===== src/rtl/sram_bridge_pkg.sv =====
package sram_bridge_pkg;

    typedef enum logic [2:0] {
        BUS_IDLE,
        BUS_TURN,
        BUS_WSETUP,
        BUS_WPULSE,
        BUS_READ
    } bus_state_e;

    typedef enum logic [1:0] {
        PWR_ON,
        PWR_SLEEP,
        PWR_RECOV
    } pwr_state_e;

    typedef struct packed {
        logic cs_n;
        logic we_n;
        logic oe_n;
        logic drv;
    } pin_ctl_t;

    function automatic int max2(input int a, input int b);
        return (a > b) ? a : b;
    endfunction

    function automatic int cnt_bits(input int n);
        return (n > 1) ? $clog2(n) : 1;
    endfunction

    // Strobe levels for each bus phase; idle and turnaround leave the memory deselected.
    function automatic pin_ctl_t pins_for(input bus_state_e s);
        pin_ctl_t p;
        p = '{cs_n: 1'b1, we_n: 1'b1, oe_n: 1'b1, drv: 1'b0};
        case (s)
            BUS_WSETUP: p = '{cs_n: 1'b0, we_n: 1'b1, oe_n: 1'b1, drv: 1'b1};
            BUS_WPULSE: p = '{cs_n: 1'b0, we_n: 1'b0, oe_n: 1'b1, drv: 1'b1};
            BUS_READ:   p = '{cs_n: 1'b0, we_n: 1'b1, oe_n: 1'b0, drv: 1'b0};
            default:    p = '{cs_n: 1'b1, we_n: 1'b1, oe_n: 1'b1, drv: 1'b0};
        endcase
        return p;
    endfunction

endpackage


===== src/rtl/sram_phase_timer.sv =====
module sram_phase_timer #(
    parameter int CNT_W = 2
) (
    input  logic             clk,
    input  logic             rst,
    input  logic             load,
    input  logic [CNT_W-1:0] load_val,
    output logic             last
);
    logic [CNT_W-1:0] cnt_q;

    always_ff @(posedge clk) begin
        if (rst)
            cnt_q <= '0;
        else if (load)
            cnt_q <= load_val;
        else if (cnt_q != '0)
            cnt_q <= cnt_q - 1'b1;
    end

    assign last = (cnt_q == '0);
endmodule


===== src/rtl/sram_pwr_seq.sv =====
module sram_pwr_seq
    import sram_bridge_pkg::*;
#(
    parameter int CNT_W      = 2,
    parameter int RECOV_LOAD = 1
) (
    input  logic clk,
    input  logic rst,
    input  logic pd,
    input  logic bus_idle,
    output logic avail,
    output logic asleep
);
    pwr_state_e state_q, state_d;
    logic       tmr_load, tmr_last;

    sram_phase_timer #(.CNT_W(CNT_W)) u_recov_tmr (
        .clk      (clk),
        .rst      (rst),
        .load     (tmr_load),
        .load_val (CNT_W'(RECOV_LOAD)),
        .last     (tmr_last)
    );

    always_comb begin
        state_d  = state_q;
        tmr_load = 1'b0;
        case (state_q)
            PWR_ON:    if (pd && bus_idle) state_d = PWR_SLEEP;
            PWR_SLEEP: if (!pd) begin
                           state_d  = PWR_RECOV;
                           tmr_load = 1'b1;
                       end
            PWR_RECOV: if (tmr_last) state_d = PWR_ON;
            default:   state_d = PWR_ON;
        endcase
    end

    always_ff @(posedge clk) begin
        if (rst) state_q <= PWR_ON;
        else     state_q <= state_d;
    end

    assign avail  = (state_q == PWR_ON);
    assign asleep = (state_q == PWR_SLEEP);

    // leaving sleep always passes through recovery before becoming available
    assert_wake_via_recov_R9: assert property (@(posedge clk) disable iff (rst)
        ($past(state_q) == PWR_SLEEP) |-> (state_q != PWR_ON));
endmodule


===== src/rtl/sram_dq_path.sv =====
module sram_dq_path #(
    parameter int ADDR_W = 19,
    parameter int DATA_W = 8
) (
    input  logic              clk,
    input  logic              rst,
    input  logic              capture,
    input  logic [ADDR_W-1:0] cap_addr,
    input  logic [DATA_W-1:0] cap_data,
    input  logic              sample,
    input  logic [DATA_W-1:0] mem_dq_in,
    output logic [ADDR_W-1:0] mem_addr,
    output logic [DATA_W-1:0] mem_dq_out,
    output logic [DATA_W-1:0] rd_data,
    output logic              rd_valid
);
    always_ff @(posedge clk) begin
        if (rst) begin
            mem_addr   <= '0;
            mem_dq_out <= '0;
        end else if (capture) begin
            mem_addr   <= cap_addr;
            mem_dq_out <= cap_data;
        end
    end

    always_ff @(posedge clk) begin
        if (rst) begin
            rd_data  <= '0;
            rd_valid <= 1'b0;
        end else begin
            rd_valid <= sample;
            if (sample) rd_data <= mem_dq_in;
        end
    end

    // read data valid never lasts two cycles
    assert_rvalid_pulse_R11: assert property (@(posedge clk) disable iff (rst)
        rd_valid |=> !rd_valid);
endmodule


===== src/rtl/sram_bridge.sv =====
module sram_bridge
    import sram_bridge_pkg::*;
#(
    parameter int ADDR_W    = 19,
    parameter int DATA_W    = 8,
    parameter int SETUP_CYC = 1,
    parameter int WE_CYC    = 1,
    parameter int RD_CYC    = 2,
    parameter int TURN_CYC  = 1,
    parameter int RECOV_CYC = 2
) (
    input  logic              clk,
    input  logic              rst,
    input  logic              req_valid,
    output logic              req_ready,
    input  logic              req_write,
    input  logic [ADDR_W-1:0] req_addr,
    input  logic [DATA_W-1:0] req_wdata,
    output logic              rsp_valid,
    output logic [DATA_W-1:0] rsp_rdata,
    input  logic              pwr_down,
    output logic [ADDR_W-1:0] mem_addr,
    output logic              mem_cs_n,
    output logic              mem_we_n,
    output logic              mem_oe_n,
    output logic [DATA_W-1:0] mem_dq_out,
    input  logic [DATA_W-1:0] mem_dq_in,
    output logic              mem_dq_oe
);
    localparam int RECOV_EFF = max2(RECOV_CYC, RD_CYC);
    localparam int MAXC      = max2(max2(max2(SETUP_CYC, WE_CYC), max2(RD_CYC, TURN_CYC)), RECOV_EFF);
    localparam int CNT_W     = cnt_bits(MAXC);
    localparam logic [CNT_W-1:0] LD_SETUP = CNT_W'(SETUP_CYC - 1);
    localparam logic [CNT_W-1:0] LD_WE    = CNT_W'(WE_CYC - 1);
    localparam logic [CNT_W-1:0] LD_RD    = CNT_W'(RD_CYC - 1);
    localparam logic [CNT_W-1:0] LD_TURN  = CNT_W'(max2(TURN_CYC - 1, 0));
    localparam bit               USE_TURN = (TURN_CYC > 0);

    bus_state_e       state_q, state_d;
    logic             after_read_q;
    logic             accept, sample, ph_load, ph_last;
    logic [CNT_W-1:0] ph_val;
    logic             avail, asleep;
    pin_ctl_t         pins;

    assign req_ready = (state_q == BUS_IDLE) && avail && !pwr_down;
    assign accept    = req_valid && req_ready;

    sram_phase_timer #(.CNT_W(CNT_W)) u_phase_tmr (
        .clk      (clk),
        .rst      (rst),
        .load     (ph_load),
        .load_val (ph_val),
        .last     (ph_last)
    );

    sram_pwr_seq #(.CNT_W(CNT_W), .RECOV_LOAD(RECOV_EFF - 1)) u_pwr (
        .clk      (clk),
        .rst      (rst),
        .pd       (pwr_down),
        .bus_idle (state_q == BUS_IDLE),
        .avail    (avail),
        .asleep   (asleep)
    );

    sram_dq_path #(.ADDR_W(ADDR_W), .DATA_W(DATA_W)) u_dq (
        .clk        (clk),
        .rst        (rst),
        .capture    (accept),
        .cap_addr   (req_addr),
        .cap_data   (req_wdata),
        .sample     (sample),
        .mem_dq_in  (mem_dq_in),
        .mem_addr   (mem_addr),
        .mem_dq_out (mem_dq_out),
        .rd_data    (rsp_rdata),
        .rd_valid   (rsp_valid)
    );

    always_comb begin
        state_d = state_q;
        ph_load = 1'b0;
        ph_val  = '0;
        sample  = 1'b0;
        case (state_q)
            BUS_IDLE: if (accept) begin
                ph_load = 1'b1;
                if (!req_write) begin
                    state_d = BUS_READ;
                    ph_val  = LD_RD;
                end else if (after_read_q && USE_TURN) begin
                    state_d = BUS_TURN;
                    ph_val  = LD_TURN;
                end else begin
                    state_d = BUS_WSETUP;
                    ph_val  = LD_SETUP;
                end
            end
            BUS_TURN: if (ph_last) begin
                state_d = BUS_WSETUP;
                ph_load = 1'b1;
                ph_val  = LD_SETUP;
            end
            BUS_WSETUP: if (ph_last) begin
                state_d = BUS_WPULSE;
                ph_load = 1'b1;
                ph_val  = LD_WE;
            end
            BUS_WPULSE: if (ph_last) state_d = BUS_IDLE;
            BUS_READ: if (ph_last) begin
                state_d = BUS_IDLE;
                sample  = 1'b1;
            end
            default: state_d = BUS_IDLE;
        endcase
    end

    always_ff @(posedge clk) begin
        if (rst) begin
            state_q      <= BUS_IDLE;
            after_read_q <= 1'b0;
        end else begin
            state_q <= state_d;
            if (sample)
                after_read_q <= 1'b1;
            else if (accept && req_write)
                after_read_q <= 1'b0;
        end
    end

    assign pins      = pins_for(state_q);
    assign mem_cs_n  = pins.cs_n;
    assign mem_we_n  = pins.we_n;
    assign mem_oe_n  = pins.oe_n;
    assign mem_dq_oe = pins.drv;

    // host driver and memory outputs never both on
    assert_no_contention_R6: assert property (@(posedge clk) disable iff (rst)
        mem_dq_oe |-> mem_oe_n);
    // write enable only inside chip select
    assert_we_in_cs_R6: assert property (@(posedge clk) disable iff (rst)
        !mem_we_n |-> !mem_cs_n);
    // output enable high during the write pulse
    assert_write_oe_high_R3: assert property (@(posedge clk) disable iff (rst)
        !mem_we_n |-> (mem_oe_n && mem_dq_oe));
    // address stable while selected
    assert_addr_hold_R4: assert property (@(posedge clk) disable iff (rst)
        (!mem_cs_n && !$past(mem_cs_n)) |-> $stable(mem_addr));
    // driven data stable while driver on
    assert_data_hold_R4: assert property (@(posedge clk) disable iff (rst)
        (mem_dq_oe && $past(mem_dq_oe)) |-> $stable(mem_dq_out));
    // ready only when the memory is deselected and undriven
    assert_ready_idle_R2: assert property (@(posedge clk) disable iff (rst)
        req_ready |-> (mem_cs_n && !mem_dq_oe));
    // when output enable rises the host driver is still off
    assert_turnaround_R7: assert property (@(posedge clk) disable iff (rst)
        $rose(mem_oe_n) |-> !mem_dq_oe);
    // sleep keeps the memory deselected and the host stalled
    assert_sleep_quiet_R8: assert property (@(posedge clk) disable iff (rst)
        asleep |-> (mem_cs_n && mem_oe_n && !req_ready));
endmodule


===== config.mk =====
export PLATFORM = sky130hd
export DESIGN_NAME = sram_bridge
export DESIGN_NICKNAME = d
export VERILOG_FILES = /design/src/rtl/sram_bridge_pkg.sv /design/src/rtl/sram_phase_timer.sv /design/src/rtl/sram_pwr_seq.sv /design/src/rtl/sram_dq_path.sv /design/src/rtl/sram_bridge.sv
export SDC_FILE = /design/constraint.sdc
export NUM_CORES = 1
export LEC_CHECK = 0
export ABC_AREA = 1
export CAP_MARGIN = 15
export CORE_MARGIN = 2
export CORE_UTILIZATION = 39
export CTS_BUF_LIST = sky130_fd_sc_hd__clkbuf_8 sky130_fd_sc_hd__clkbuf_16
export DETAILED_ROUTE_END_ITERATION = 16
export PLACE_DENSITY = 0.79
export SYNTH_ARGS = -nofsm -noshare
export SYNTH_HDL_FRONTEND = slang
export SYNTH_HIERARCHICAL = 1
export SYNTH_SLANG_ARGS = --single-unit

===== constraint.sdc =====
create_clock -name clk -period 1.2 [get_ports clk]
set_input_delay 0.36 -clock clk [delete_from_list [all_inputs] [get_ports clk]]
set_output_delay 0.36 -clock clk [all_outputs]
set_load 0.01 [all_outputs]

==> impl_metrics.tcl, run 1 <==
set metrics [dict create \
    outcome "finished with violations" \
    failed_checks "negative setup slack" \
    drive_gt1_frac 0.391 \
    drtPass1Iterations 4 \
    finalClockSkew_ns 0.00417 \
    setup_ws_ns -0.288 \
    rr_endpoint "u_dq/mem_addr[17]" \
    required_ns 0.84 \
    finalSetupViolations 45 \
    path_delay_family "flip-flops" \
    drtIter0Drc 83 \
    crit_chain "nor2_4, buf_6, nand2_4, nor2_4, buf_6" \
    vdd_drop_max_v 0.00157 \
    via_count 2058 \
    final_util 0.686 \
    synth_area_per_cell_sq_um 6.66 \
    nets 458 \
    cts_tree "yes" \
    period_share 1.24 \
    core_sq_mm 0.00504 \
    postCtsHoldBufs 0 \
    cpPeakStageDelay_ns 0.36 \
    num_rows 26 \
    area_growth_pct 71.5 \
    syn-num-nets 343 \
    reg2reg_setup_slack_ns -0.28 \
    syn_area_sq_mm 0.00202 \
    timing.critical_path.buf_inv 2 \
    critical_path_class "reg -> out" \
    grt_pass1_vias 2046 \
    place_ws_ns -0.792 \
    htree_levels 2 \
    worst_setup_path_start_kind "flop" \
    max_freq_ghz 0.672 \
    drcViolationCount 0 \
    clkLatencyLatePin_ns 0.28 \
    io_pins 81 \
    cts_buffer_depth 2 \
    crit_slowest_cell "dfxtp_4" \
    die_w_um 75.9 \
    cts_num_sinks 44 \
    wl_per_cell_um 11.3 \
    hold_path.class "reg -> reg" \
    min_path_cells 2 \
    cts_made_buffers 5 \
    viasPerCell 4.23 \
    hold_slack_ns 0.463 \
    grt_pass1_wl_um 9180 \
    antenna_found_initial 0 \
    finalCriticalPeriod_ns 1.49 \
    dp_hpwl_um 3420 \
    powerDensity_mw_per_mm2 1620 \
    yosys_warnings 6 \
    grt_setup_unrepaired "true" \
    start_util 0.400 \
    syn_inst 303 \
    end_kind "output port" \
    path_clk_slew_ns 0.07 \
    hp-start "u_dq/mem_addr[3]" \
    r2r_start "state_q[1]" \
    portBuffers 80 \
    post-route-cell-area_sq_mm 0.00346 \
    final_common_cell "nand2_1" \
    hold_end "u_dq/mem_addr[3]" \
    drv_cap 0 \
    clock_tree.root_cell "clkbuf_8" \
    totalWireLength_um 5530 \
    overflow 0 \
    p_leak_nw 1.76 \
    ant_nets 0 \
    place_area_sq_mm 0.00301 \
    slew_viol_final 0 \
    die_h_um 75.9 \
    critical_path.max_fanout 3 \
    antenna_cells 0 \
    rr_worst_depth 11 \
    routabilityCongestion 0.841 \
    dieArea_sq_mm 0.00576 \
    hold_viol 0 \
    grt_usage 0.194 \
    grt_max_degree 19 \
    arrival_ns 1.13 \
    final_cell_mix "nand2_1 (77), nor2_1 (57), inv_1 (50), buf_2 (38), clkdlybuf4s50_1 (37)" \
]
sequential cells by signal (all words and copies together), names as in the netlist:
signal and flops:
u_pwr/u_recov_tmr/cnt_q 1, u_dq/mem_addr 19, state_q 3, u_dq/mem_dq_out 8, u_pwr/state_q 2, u_dq/rd_valid 1
u_phase_tmr/cnt_q 1, after_read_q 1, u_dq/rd_data 8
area by class of cell:
class	instances	area, sq um
Timing Repair Buffer	119	1180
Sequential cell	44	915
Inverter	56	225
Multi-Input combinational cell	192	957
Clock buffer	5	68.8
Tap cell	70	87.6
Fill cell	444	1580
Clock inverter	1	30.0
through the flow:
step | power [mW] | instances | setup TNS, ns
6_report | 5.59 | 487 | -9.42
3_3_place_gp | 3.89 | 462 | -21.26
5_1_grt | 5.95 | 487 | -12.05
4_1_cts | 5.43 | 485 | -10.34
2_1_floorplan | 3.03 | 303 | -2.28
3_5_place_dp | 3.96 | 462 | -22.41
metal layers:
metal / GRT usage / share of wire / up-vias
met4: 0.0545 / 0.012 / 0
met2: 0.366 / 0.53 / 61
met3: 0.0452 / 0.051 / 8
li1: - / - / 1097
met1: 0.218 / 0.41 / 892
met5: 0 / 0 / -
worst register-to-register path: cells and delay by family (launching register included):
family,cells,cell delay (ns)
flops,1,0.37
buf+inv,5,0.60
simple gates,6,0.41
worst max-delay path by stage:
| stage | startpoint | to | slack [ns] | cells past startpoint |
|---|---|---|---|---|
| after floorplan | state_q[0] | u_dq/mem_addr[14] | -0.10 | 10 |
| after global placement | pwr_down | req_ready | -0.78 | 5 |
| after detailed placement | pwr_down | req_ready | -0.79 | 5 |
| after CTS | state_q[1] | req_ready | -0.31 | 5 |
| after global routing | state_q[1] | u_dq/mem_addr[17] | -0.34 | 11 |
| final | state_q[1] | req_ready | -0.29 | 5 |
where the power goes:
| part | switching, mW | internal [mW] | total, mW | leakage [nW] |
|---|---|---|---|---|
| registers | 0.167 | 1.75 | 1.92 | 0.369 |
| clock network | 0.454 | 0.597 | 1.05 | 0.0501 |
| logic | 1.26 | 1.37 | 2.62 | 1.34 |
repair_timing:
| action | in CTS | in global routing |
|---|---|---|
| buffers inserted | 12 | 2 |
| endpoints found under the setup margin | 80 | 47 |
| pin swaps | 24 | 10 |
| cloned | 6 | 0 |
| hold endpoints to repair | 0 | 0 |
| resized for setup | 233 | 22 |
No activity file was read; power rests on OpenSTA's default activity.
==> run 2, diff against run 1 <==
CORE_MARGIN = default   (was 2)
==> impl_metrics.tcl, run 2 (same netlist as run 1, synthesis figures left out) <==
set metrics [dict create \
    grt_max_degree 21 \
    setup_ws_ns -0.281 \
    vdd_drop_max_v 0.00131 \
    nets 455 \
    grt-busiest-layer "met2" \
    cts_buffer_depth 2 \
    hold_path.class "reg -> reg" \
    ant_nets 0 \
    drive_gt1_frac 0.381 \
    combPwrFrac 0.476 \
    finalSetupTns_ns -8.71 \
    fillCellCount 442 \
    clkLatencyLatePin_ns 0.29 \
    die_h_um 73.9 \
    crit_end "req_ready" \
    grt_usage 0.192 \
    swShare 0.354 \
    clock_tree.root_cell "clkbuf_8" \
    totalWireLength_um 5640 \
    reg2reg_setup_slack_ns -0.24 \
    drv_cap 0 \
    grt_pass1_vias 1937 \
    routabilityCongestion 0.883 \
    wl_per_cell_um 11.7 \
    arrival_ns 1.12 \
    start_util 0.416 \
    final_util 0.685 \
    dp_hpwl_um 3250 \
    slew_viol_final 0 \
    rr_worst_depth 10 \
    worst_setup_path_start_kind "flop" \
    cts_tree "yes" \
    power_switching_mw 1.86 \
    powerDensity_mw_per_mm2 1580 \
    place_ws_ns -0.751 \
    seqPwrFrac 0.361 \
    num_rows 25 \
    critical_path_class "reg -> out" \
    end_kind "output port" \
    met2_usage 0.352 \
    antenna_found_initial 0 \
    path_clk_slew_ns 0.08 \
    top_register "u_dq/mem_addr" \
    cts_num_sinks 44 \
    largest_reg_flops 19 \
    overflow 0 \
    final_cell_mix "nor2_1 (71), nand2_1 (71), inv_1 (49), buf_2 (38), clkdlybuf4s50_1 (37)" \
    drtIter0Drc 78 \
    via_count 2101 \
    finalClockSkew_ns 0.00589 \
    p_int_mw 3.40 \
    timing.critical_path.from "state_q[0]" \
    grtUsageMet3 0.0590 \
    use_met1 0.209 \
    failed_checks "negative setup slack" \
    cts_made_buffers 5 \
    finalCriticalPeriod_ns 1.48 \
    io_pins 81 \
    htree_levels 2 \
    area_growth_pct 64.6 \
    p_leak_nw 1.71 \
    portBuffers 80 \
    core_sq_mm 0.00485 \
    drtPass1Iterations 4 \
    postCtsHoldBufs 0 \
    max_freq_ghz 0.675 \
    reg_top3 "u_dq/mem_addr: 19 flops, u_dq/mem_dq_out: 8 flops, u_dq/rd_data: 8 flops" \
    required_ns 0.84 \
    critical_path.max_fanout 2 \
    viasPerCell 4.36 \
    grt_pass1_wl_um 8110 \
    r2r_start "state_q[0]" \
    die_w_um 73.9 \
    p_clk_frac 0.163 \
    period_share 1.23 \
    grt_setup_unrepaired "true" \
    dieArea_sq_mm 0.00546 \
    hold_viol 0 \
    rr_endpoint "u_dq/mem_addr[7]" \
    outcome "finished with violations" \
    antenna_cells 0 \
    finalSetupViolations 46 \
    drcViolationCount 0 \
]
## run 2: cell count changes in the layout (fill, tap and decap cells not counted), moves of 4 or more
| cell | before | now |
|---|---|---|
| nor2_1 | 57 | 71 |
| nand2_1 | 77 | 71 |
| nand2_2 | 9 | 15 |
| nor2_4 | 12 | 4 |
| buf_12 | 9 | 5 |
| nor2_2 | 16 | 10 |
## run 2: per-stage QoR
step / hold slack [ns] / total power, mW / cells / cell area [sq um]
6_report: 0.469 / 5.26 / 482 / 3320
5_1_grt: 0.487 / 5.63 / 482 / 3320
4_1_cts: 0.463 / 5.04 / 479 / 3260
3_5_place_dp: 0.463 / 3.93 / 459 / 3020
3_3_place_gp: 0.449 / 3.88 / 459 / 3020
2_1_floorplan: 0.422 / 3.03 / 303 / 2020
## run 2: power groups by stage
stage / clock [mW] / combinational [mW] / sequential, mW
after global placement: 0 / 2.00 / 1.89
after global routing: 0.960 / 2.73 / 1.93
after floorplan: 0 / 1.03 / 2.00
final: 0.858 / 2.50 / 1.90
after CTS: 0.886 / 2.25 / 1.90
after detailed placement: 0 / 2.04 / 1.90
## run 2: how the worst min path moves through the flow
stage                            from           endpoint  slack, ns  cells after the start
finish                u_dq/rd_data[2]    u_dq/rd_data[2]       0.47                      2
global route         u_dq/mem_addr[4]   u_dq/mem_addr[4]       0.49                      2
CTS                   u_dq/rd_data[0]    u_dq/rd_data[0]       0.46                      2
detailed placement  u_dq/mem_addr[13]  u_dq/mem_addr[13]       0.46                      2
global placement         after_read_q       after_read_q       0.45                      2
floorplan                         rst         state_q[2]       0.42                      1
## run 2: area by class of cell
class	instances	area [sq um]	share of cell area
Tap cell	67	83.8	0.0252
Inverter	56	233	0.0701
Sequential cell	44	917	0.276
Clock inverter	2	8.76	0.00264
Timing Repair Buffer	115	1080	0.325
Timing Repair inverter	1	16.3	0.00490
Clock buffer	5	68.8	0.0207
Multi-Input combinational cell	192	915	0.275
## run 2: worst max-delay path, stage by stage, from the launching register on
cell and delay (ns):
dfxtp_2 0.35, nor2_4 0.12, buf_6 0.11, nand2_4 0.05, nor2_4 0.10, buf_6 0.11
## run 2: layer usage
layer / routed length (um) / vias to the layer above
met5: 0 / -
met2: 2970 / 59
met4: 40 / 0
met3: 275 / 4
li1: - / 1089
met1: 2350 / 949
## run 2: repair_timing
action	4_1_cts	5_1_grt
endpoints found under the hold margin	0	0
cloned	4	6
setup endpoints to repair	82	55
pin swaps	12	14
setup buffers	9	0
resized for setup	220	35
